<file path="config.mk">
export PLATFORM = sky130hd
export DESIGN_NAME = wdt_window_top
export DESIGN_NICKNAME = d
export VERILOG_FILES = /design/src/rtl/wdt_pkg.sv /design/src/rtl/wdt_prescaler.sv /design/src/rtl/wdt_downcount.sv /design/src/rtl/wdt_regfile.sv /design/src/rtl/wdt_window_top.sv
export SDC_FILE = /design/constraint.sdc
export NUM_CORES = 1
export LEC_CHECK = 0
export BUFFER_PORTS_ARGS = -buffer_cell sky130_fd_sc_hd__buf_2
export CAP_MARGIN = 20
export CORE_MARGIN = 4
export CORE_UTILIZATION = 54
export CTS_BUF_LIST = sky130_fd_sc_hd__clkbuf_8
export CTS_CLUSTER_SIZE = 10
export DETAILED_ROUTE_END_ITERATION = 12
export PLACE_DENSITY = 0.83
export SLEW_MARGIN = 15
export SYNTH_ARGS = -nofsm -noshare
export SYNTH_HDL_FRONTEND = slang
export SYNTH_HIERARCHICAL = 1
export SYNTH_SLANG_ARGS = --single-unit
</file>
<file path="constraint.sdc">
create_clock -name clk -period 4.3 [get_ports clk]
set_clock_uncertainty 0.15 [all_clocks]
set_input_delay 0.43 -clock clk [delete_from_list [all_inputs] [get_ports clk]]
set_output_delay 0.43 -clock clk [all_outputs]
set_load 0.01 [all_outputs]
</file>
<file path="src/rtl/wdt_pkg.sv">
package wdt_pkg;

    localparam int CNT_W = 7;
    localparam int TB_W  = 3;
    localparam int DW    = 32;

    localparam logic [CNT_W-1:0] WARN_VAL   = CNT_W'(1) << (CNT_W - 1);
    localparam logic [CNT_W-1:0] PREWARN_VAL = WARN_VAL + CNT_W'(1);

    localparam int OFF_CTRL = 'h0;
    localparam int OFF_CFG  = 'h4;
    localparam int OFF_STAT = 'h8;

    localparam int CFG_EN_BIT = 9;
    localparam int CFG_TB_LSB = 11;
    localparam int CTRL_ARM_BIT = 7;

    typedef struct packed {
        logic             armed;
        logic [CNT_W-1:0] count;
    } ctrl_t;

    typedef struct packed {
        logic [TB_W-1:0]  tbase;
        logic             irq_en;
        logic [CNT_W-1:0] window;
    } cfg_t;

    function automatic logic [DW-1:0] ctrl_to_word(ctrl_t c);
        logic [DW-1:0] w;
        w = '0;
        w[CNT_W-1:0]      = c.count;
        w[CTRL_ARM_BIT]   = c.armed;
        return w;
    endfunction

    function automatic logic [DW-1:0] cfg_to_word(cfg_t c);
        logic [DW-1:0] w;
        w = '0;
        w[CNT_W-1:0]                   = c.window;
        w[CFG_EN_BIT]                  = c.irq_en;
        w[CFG_TB_LSB +: TB_W]          = c.tbase;
        return w;
    endfunction

endpackage

</file>
<file path="src/rtl/wdt_prescaler.sv">
module wdt_prescaler
    import wdt_pkg::*;
#(
    parameter int PRE_LOG2 = 12
) (
    input  logic            clk,
    input  logic            rst,
    input  logic            restart,
    input  logic [TB_W-1:0] tbase,
    output logic            tick
);
    localparam int PW = PRE_LOG2 + (1 << TB_W) - 1;

    logic [PW-1:0] pcnt;
    logic [PW-1:0] last;

    always_comb begin
        last = (PW'(1) << (PRE_LOG2 + int'(tbase))) - PW'(1);
        tick = (pcnt == last) && !restart;
    end

    always_ff @(posedge clk) begin
        if (rst || restart || tick) pcnt <= '0;
        else                        pcnt <= pcnt + PW'(1);
    end

    // a restart request leaves the divider at zero
    a_r9_restart_zero: assert property (@(posedge clk) disable iff (rst)
        restart |=> pcnt == '0);

endmodule

</file>
<file path="src/rtl/wdt_downcount.sv">
module wdt_downcount
    import wdt_pkg::*;
(
    input  logic             clk,
    input  logic             rst,
    input  logic             tick,
    input  logic             load,
    input  logic [CNT_W-1:0] load_val,
    output logic [CNT_W-1:0] count,
    output logic             warn_evt,
    output logic             expire_evt
);
    always_ff @(posedge clk) begin
        if (rst)       count <= '0;
        else if (load) count <= load_val;
        else if (tick) count <= count - CNT_W'(1);
    end

    always_comb begin
        warn_evt   = tick && !load && (count == PREWARN_VAL);
        expire_evt = tick && !load && (count == WARN_VAL);
    end

    // one tick removes exactly one from the counter
    a_r2_single_step: assert property (@(posedge clk) disable iff (rst)
        (tick && !load) |=> count == $past(count) - CNT_W'(1));

    // with neither tick nor load the counter holds
    a_r2_hold: assert property (@(posedge clk) disable iff (rst)
        (!tick && !load) |=> $stable(count));

endmodule

</file>
<file path="src/rtl/wdt_regfile.sv">
module wdt_regfile
    import wdt_pkg::*;
#(
    parameter int ADDR_W = 10
) (
    input  logic             clk,
    input  logic             rst,
    input  logic             wr_en,
    input  logic [ADDR_W-1:0] addr,
    input  logic [DW-1:0]    wdata,
    input  logic [CNT_W-1:0] count,
    input  logic             warn_evt,
    output logic             ctrl_wr,
    output logic             armed,
    output cfg_t             cfg,
    output logic             flag,
    output logic [DW-1:0]    rdata
);
    logic sel_ctrl, sel_cfg, sel_stat;
    ctrl_t ctrl_view;

    always_comb begin
        sel_ctrl = (addr == ADDR_W'(OFF_CTRL));
        sel_cfg  = (addr == ADDR_W'(OFF_CFG));
        sel_stat = (addr == ADDR_W'(OFF_STAT));
        ctrl_wr  = wr_en && sel_ctrl;
    end

    always_ff @(posedge clk) begin
        if (rst) begin
            armed <= 1'b0;
        end else if (ctrl_wr && wdata[CTRL_ARM_BIT]) begin
            armed <= 1'b1;
        end
    end

    always_ff @(posedge clk) begin
        if (rst) begin
            cfg <= '0;
        end else if (wr_en && sel_cfg) begin
            cfg.window <= wdata[CNT_W-1:0];
            cfg.tbase  <= wdata[CFG_TB_LSB +: TB_W];
            cfg.irq_en <= cfg.irq_en | wdata[CFG_EN_BIT];
        end
    end

    always_ff @(posedge clk) begin
        if (rst)                                flag <= 1'b0;
        else if (warn_evt)                      flag <= 1'b1;
        else if (wr_en && sel_stat && !wdata[0]) flag <= 1'b0;
    end

    always_comb begin
        ctrl_view.armed = armed;
        ctrl_view.count = count;
        rdata = '0;
        if (sel_ctrl)      rdata = ctrl_to_word(ctrl_view);
        else if (sel_cfg)  rdata = cfg_to_word(cfg);
        else if (sel_stat) rdata = {{(DW-1){1'b0}}, flag};
    end

    // arming is sticky
    a_r3_arm_sticky: assert property (@(posedge clk) disable iff (rst)
        armed |=> armed);

    // interrupt enable is sticky
    a_r8_en_sticky: assert property (@(posedge clk) disable iff (rst)
        cfg.irq_en |=> cfg.irq_en);

    // reaching the warning value always raises the flag
    a_r7_flag_set: assert property (@(posedge clk) disable iff (rst)
        warn_evt |=> flag);

endmodule

</file>
<file path="src/rtl/wdt_window_top.sv">
module wdt_window_top
    import wdt_pkg::*;
#(
    parameter int ADDR_W   = 10,
    parameter int PRE_LOG2 = 12
) (
    input  logic              clk,
    input  logic              rst,
    input  logic              wr_en,
    input  logic [ADDR_W-1:0] addr,
    input  logic [31:0]       wdata,
    output logic [31:0]       rdata,
    output logic              rst_req,
    output logic              irq
);
    logic             tick;
    logic             ctrl_wr;
    logic             armed;
    logic             flag;
    logic             warn_evt;
    logic             expire_evt;
    logic [CNT_W-1:0] count;
    cfg_t             cfg;
    logic             fault_expire, fault_early, fault_low;
    logic             arm_after;

    wdt_prescaler #(.PRE_LOG2(PRE_LOG2)) u_pre (
        .clk     (clk),
        .rst     (rst),
        .restart (ctrl_wr),
        .tbase   (cfg.tbase),
        .tick    (tick)
    );

    wdt_downcount u_cnt (
        .clk        (clk),
        .rst        (rst),
        .tick       (tick),
        .load       (ctrl_wr),
        .load_val   (wdata[CNT_W-1:0]),
        .count      (count),
        .warn_evt   (warn_evt),
        .expire_evt (expire_evt)
    );

    wdt_regfile #(.ADDR_W(ADDR_W)) u_regs (
        .clk      (clk),
        .rst      (rst),
        .wr_en    (wr_en),
        .addr     (addr),
        .wdata    (wdata),
        .count    (count),
        .warn_evt (warn_evt),
        .ctrl_wr  (ctrl_wr),
        .armed    (armed),
        .cfg      (cfg),
        .flag     (flag),
        .rdata    (rdata)
    );

    always_comb begin
        arm_after    = armed | wdata[CTRL_ARM_BIT];
        fault_expire = armed && expire_evt;
        fault_early  = ctrl_wr && armed && (count > cfg.window);
        fault_low    = ctrl_wr && arm_after && !wdata[CNT_W-1];
        irq          = flag && cfg.irq_en;
    end

    always_ff @(posedge clk) begin
        if (rst) rst_req <= 1'b0;
        else     rst_req <= fault_expire | fault_early | fault_low;
    end

    // armed expiry must raise a request
    a_r4_expire_req: assert property (@(posedge clk) disable iff (rst)
        (armed && expire_evt) |=> rst_req);

    // unarmed and no write means no request
    a_r4_quiet: assert property (@(posedge clk) disable iff (rst)
        (!armed && !ctrl_wr) |=> !rst_req);

    // arming write with bit 6 clear raises a request
    a_r6_low_write: assert property (@(posedge clk) disable iff (rst)
        (ctrl_wr && wdata[CTRL_ARM_BIT] && !wdata[CNT_W-1]) |=> rst_req);

    // interrupt never without flag
    a_r8_irq_needs_flag: assert property (@(posedge clk) disable iff (rst)
        irq |-> u_regs.flag);

endmodule

</file>
-- Yosys cells after proc, flatten, opt, wreduce, memory -nomap -nowiden
Index checks and enable logic that the tools add are counted.
- bits in registers: 40
- bits in latches: 0
- memory bits (writable): 0
- bits in read-only memories: 0
- input port bits: 45
- output and inout port bits: 34
- logic and storage cells: 53
- memories kept: 0
- add/subtract/negate cells: 4
- multiply operators: 0
- divide/modulo/power cells: 0
- $lt $le $gt $ge: 1
- equal/unequal tests: 5
- shifts and indexed selects: 1
- muxes and demuxes: 7
- bitwise operators: 4
- reduce and logical (&&, ||, !) cells: 23
- operators by type and width (kind ; count):
    2-to-1 mux 32 bit ; 2
    << shifter 1 x 32 -> 19 bit, first input constant ; 1
    adder 19 x 1 -> 19 bit, second input constant ; 1
    == test 19 bit ; 1
    subtractor 19 x 2 -> 19 bit, second input constant ; 1
    logical AND 1 bit ; 15
    == test 7 bit, second input constant ; 2
    2-to-1 mux 7 bit ; 2
    == test 10 x 3 -> 1 bit, second input constant ; 1
    == test 10 x 4 -> 1 bit, second input constant ; 1
    logical NOT 10 bit ; 1
    > comparator 7 bit ; 1
    subtractor 7 x 1 -> 7 bit, second input constant ; 1
    adder 4 x 3 -> 5 bit, first input constant ; 1
    bitwise OR 1 bit ; 4
    nonzero test 2 bit ; 2
    logical NOT 1 bit ; 3
    2-to-1 mux 1 bit ; 3
    logical OR 1 bit ; 2

-- Depth between registers and ports, before layout
- word-level depth: 10
- gate-level depth with buffers: 13
- depth with buffers taken out: 12

-- Modules after synthesis
The synthesis kept the hierarchy.
- by module, submodules not included (module ; instances ; cells an instance ; area an instance (um^2) ; seq. area each (um^2)):
    wdt_prescaler ; 1 ; 116 ; 1022.2 ; 380.4
    wdt_regfile ; 1 ; 113 ; 937.1 ; 260.2
    wdt_downcount ; 1 ; 49 ; 451.7 ; 140.1
    wdt_window_top ; 1 ; 32 ; 242.7 ; 20.0

-- Worst setup path before layout
OpenSTA, ideal clock, no wires.
- kind: in2reg
- start: input addr[9]
- end: register rst_req
- setup time: 0.122 ns
- data arrival time: 3.225 ns
- required time: 4.028 ns
- path slack: 0.802 ns
- stages on the path: 13
- buffers on the path: 1
- path through: nor4_1 nand2_1 nor4b_1 nand3b_1 nor4_1 o2111a_2 buf_6 or4b_1 nor2_1 and3_1 o21a_1 a21oi_2 o22ai_1
- longest elaborated chain between the ends: 9
- elaborated cells on any way between the ends: 13
- classes of those cells: bitwise: 2; reduce/logical: 11
- ends and longest elaborated chain (item ; RTL line ; source):
    from (decl) ; wdt_window_top.sv:10 ; input logic [ADDR_W-1:0] addr,
    logical NOT 10 bit ; wdt_regfile.sv:23 ; sel_ctrl = (addr == ADDR_W'(OFF_CTRL));
    logical AND 1 bit ; wdt_regfile.sv:26 ; ctrl_wr = wr_en && sel_ctrl;
    named net ctrl_wr ; wdt_window_top.sv:17 ; logic ctrl_wr;
    logical NOT 1 bit ; wdt_prescaler.sv:19 ; tick = (pcnt == last) && !restart;
    logical AND 1 bit ; wdt_prescaler.sv:19 ;
    named net tick ; wdt_window_top.sv:16 ; logic tick;
    logical AND 1 bit (2 in a row) ; wdt_downcount.sv:21 ; expire_evt = tick && !load && (count == WARN_VAL);
    named net expire_evt ; wdt_window_top.sv:21 ; logic expire_evt;
    logical AND 1 bit ; wdt_window_top.sv:63 ; fault_expire = armed && expire_evt;
    bitwise OR 1 bit (2 in a row) ; wdt_window_top.sv:71 ; else rst_req <= fault_expire | fault_early | fault_low;
    to (signal assigned) ; wdt_window_top.sv:71 ;
    to (decl) ; wdt_window_top.sv:13 ; output logic rst_req,
The timed path passes the listed nets, and every way through them passes these cells.
A chain may end at the register's enable or synchronous reset.

-- Worst setup path in the final report
- start: input addr[8]
- end: register rst_req
Same word-level chain as after synthesis.

==> summary.txt <==
Die height = 78.11 microns
Worst-Margin Slew = 537.5 ps
Deepest clock path buffer count = 2
Fraction of layout cells with a size suffix above 1 = 0.2141
Crit path arrival time = 3370 ps
DRC violations left = 0
Pin count of the biggest net entering global routing = 28
Post-synth EDFFs = 0
Routed Antenna Nets = 0
DPL Wire Length = 4.176 mm
Final Critical Period = 3297 ps
CTS Buf Count = 5
Post-CTS sizing = 0
Core Util, Final = 0.6082
Kind of path behind the tightest hold check = input port to flop
Netlist cell types = 62
Final TNS setup = 0 ps
CTS tree = yes
Power per standard cell area = 257.2 nW/um^2
Buf/Inv on CP = 3
Crit end category = flop
Final Hold Viols = 0
CP required = 4370 ps
Hold Buf Count CTS = 0
Commonest non-fill, non-tap cells in the layout = dfxtp_1, buf_2, conb_1
CTS sink cnt = 40
Setup violators final = 0
Cell row count = 25
Remaining Overflow, GRT = 0
H-tree Lvls = 2
Run status = complete, no violations
Fin. max-slew vios = 0
Drt pass-1 iters = 4
Leading cell type in the layout, fill and taps excluded = dfxtp_1
Layout Nets = 397
Via count = 2349
Slowest CP cell = o2111a_2
Crit path kind = input port to flop
Starting density of the core = 0.5582
CTS Root Cell = clkbuf_8
Starting DRT DRC Count = 164
Syn Area/Cell = 8.561 sq um
Die W = 78.11 microns
Max Freq = 0.3033 GHz
I/O pin cnt = 79
Clk_lat worst skew = 300 ps
Clock-pin slew of the registers on the worst-case setup and hold paths = 80 ps
Final WL = 5.717 mm
Crit path max-delay family = simple AND/OR/NAND/NOR gates
Antenna diodes = 0
Critical Path, Cell by Cell = buf_2 > nor4_1 > buf_4 > nand2_1 > nor4b_1 > buf_4 > nand3b_1 > nor4_1 > o2111a_2 > or4b_1 > nor2_1 > and3_1 > o21a_1 > a21oi_2 > o22ai_1
Primary FF master, synth = dfxtp_1
CP Launch Type = input port
Final Wtd Congestion = 0.7939
Core Area = 4755 sq um
Vias in the first global route = 2122
Crit path largest cell delay = 600 ps
Total GRT Usage = 0.1972
Unrepaired setup endpoints after global routing = no
Global-route wire length before repair = 9.791 mm
Filler cells = 412
P_leak = 1.118 nW
VDD IR max = 0.1406 mV
Final worst-path cycle share = 0.7667
Area growth from synthesis to layout = 8.958%
Average wire per standard cell = 14.01 microns
DR vias/cell = 5.757
Max cap viols = 0
Die Area = 6100 sq um
Seq/Total Area, Yosys = 0.3017
Relative slew slack = 0.6416
Seq cells post-synth = 40
Max FO, Critical Path = 27
Synth warn = 6
Setup Buffers After CTS = 0
FFs w/ async S/R, synth = 0
Initial antenna violation count = 0
Post-Syn Area = 2654 sq um
IO buf count = 38
Post-Syn Instances = 310
## state kept, by name (all words and copies together) (netlist names)
signal,cells
u_regs/flag,1
u_regs/armed,1
u_cnt/count,7
rst_req,1
u_regs/cfg,11
u_pre/pcnt,19
## per-layer routing
layer  share of wire  wire length (microns)  track usage
met4           0.010                     60      0.05594
met5               0                      0            0
met2            0.46                   2643       0.3202
met3           0.071                    405      0.04128
met1            0.46                   2608       0.2646
## cell usage after synthesis, types with 7 or more instances
cell type	count	share of area
nor3_1	19	0.036
nand3_1	10	0.019
xor2_1	15	0.050
inv_1	15	0.021
nand4_1	15	0.035
ha_1	12	0.057
buf_4	20	0.057
nor2_1	14	0.020
a21oi_1	17	0.032
dfxtp_1	40	0.30
nand2_1	13	0.018
and3_1	8	0.019
o31ai_1	11	0.031
xnor2_1	7	0.023
mux2i_1	7	0.026
## worst paths after layout
kind              cells after the start  slack, ps     startpoint       endpoint
setup / recovery                     15       1000        addr[8]        rst_req
hold / removal                        3        250      wdata[11]  u_regs/cfg[8]
setup reg to reg                     10       1210  u_pre/pcnt[2]        rst_req
hold reg to reg                       2        350  u_regs/cfg[5]  u_regs/cfg[5]
## cell type report
type,instances,area (sq um),area share
clock buffer,5,68.82,0.02380
clock inverter,3,46.29,0.01601
inverter,15,56.30,0.01947
multi-input combinational,237,1623,0.5612
sequential,40,800.8,0.2769
tap,67,83.83,0.02899
timing repair buffer,41,212.7,0.07356
## report_power, final
part / switching, mW / total, mW / internal, mW / leakage [nW]
Combinational: 0.0340 / 0.0508 / 0.0168 / 0.740
Sequential: 0.00367 / 0.376 / 0.373 / 0.323
Clock: 0.142 / 0.317 / 0.175 / 0.0548
## cell families (layout without fill, tap and decap cells)
family	Yosys count	after routing	synth area share
buffers and inverters	52	64	0.1160
XOR/XNOR	22	22	0.07261
other	1	20	0.001413
adder cells (fa/ha/maj)	12	12	0.05658
flip-flops	40	40	0.3017
AO/OA/AOI/OAI	55	55	0.1429
AND/OR/NAND/NOR	121	121	0.2824
multiplexers	7	7	0.02640
## worst reg2reg max path: stages, from the launching register on
cell and delay (ps):
dfxtp_1 410, and4_1 260, nand3b_1 110, nor4_1 290, o2111a_2 600, or4b_1 550, nor2_1 140, and3_1 180
o21a_1 130, a21oi_2 30, o22ai_1 140
## metrics by stage
step / std cells / setup slack (ps) / hold WS (ps) / power, mW / instance area (sq um)
detailed placement: 400 / 720.0 / 324.6 / 0.4342 / 2776
CTS: 408 / 1011 / 238.8 / 0.7518 / 2892
global route: 408 / 798.3 / 236.6 / 0.7766 / 2892
global placement: 400 / 734.9 / 313.9 / 0.4329 / 2776
floorplan: 329 / 802.5 / 295.9 / 0.4264 / 2725
finish: 408 / 1003 / 246.8 / 0.7438 / 2892
Power figures use the tool's default switching activity.
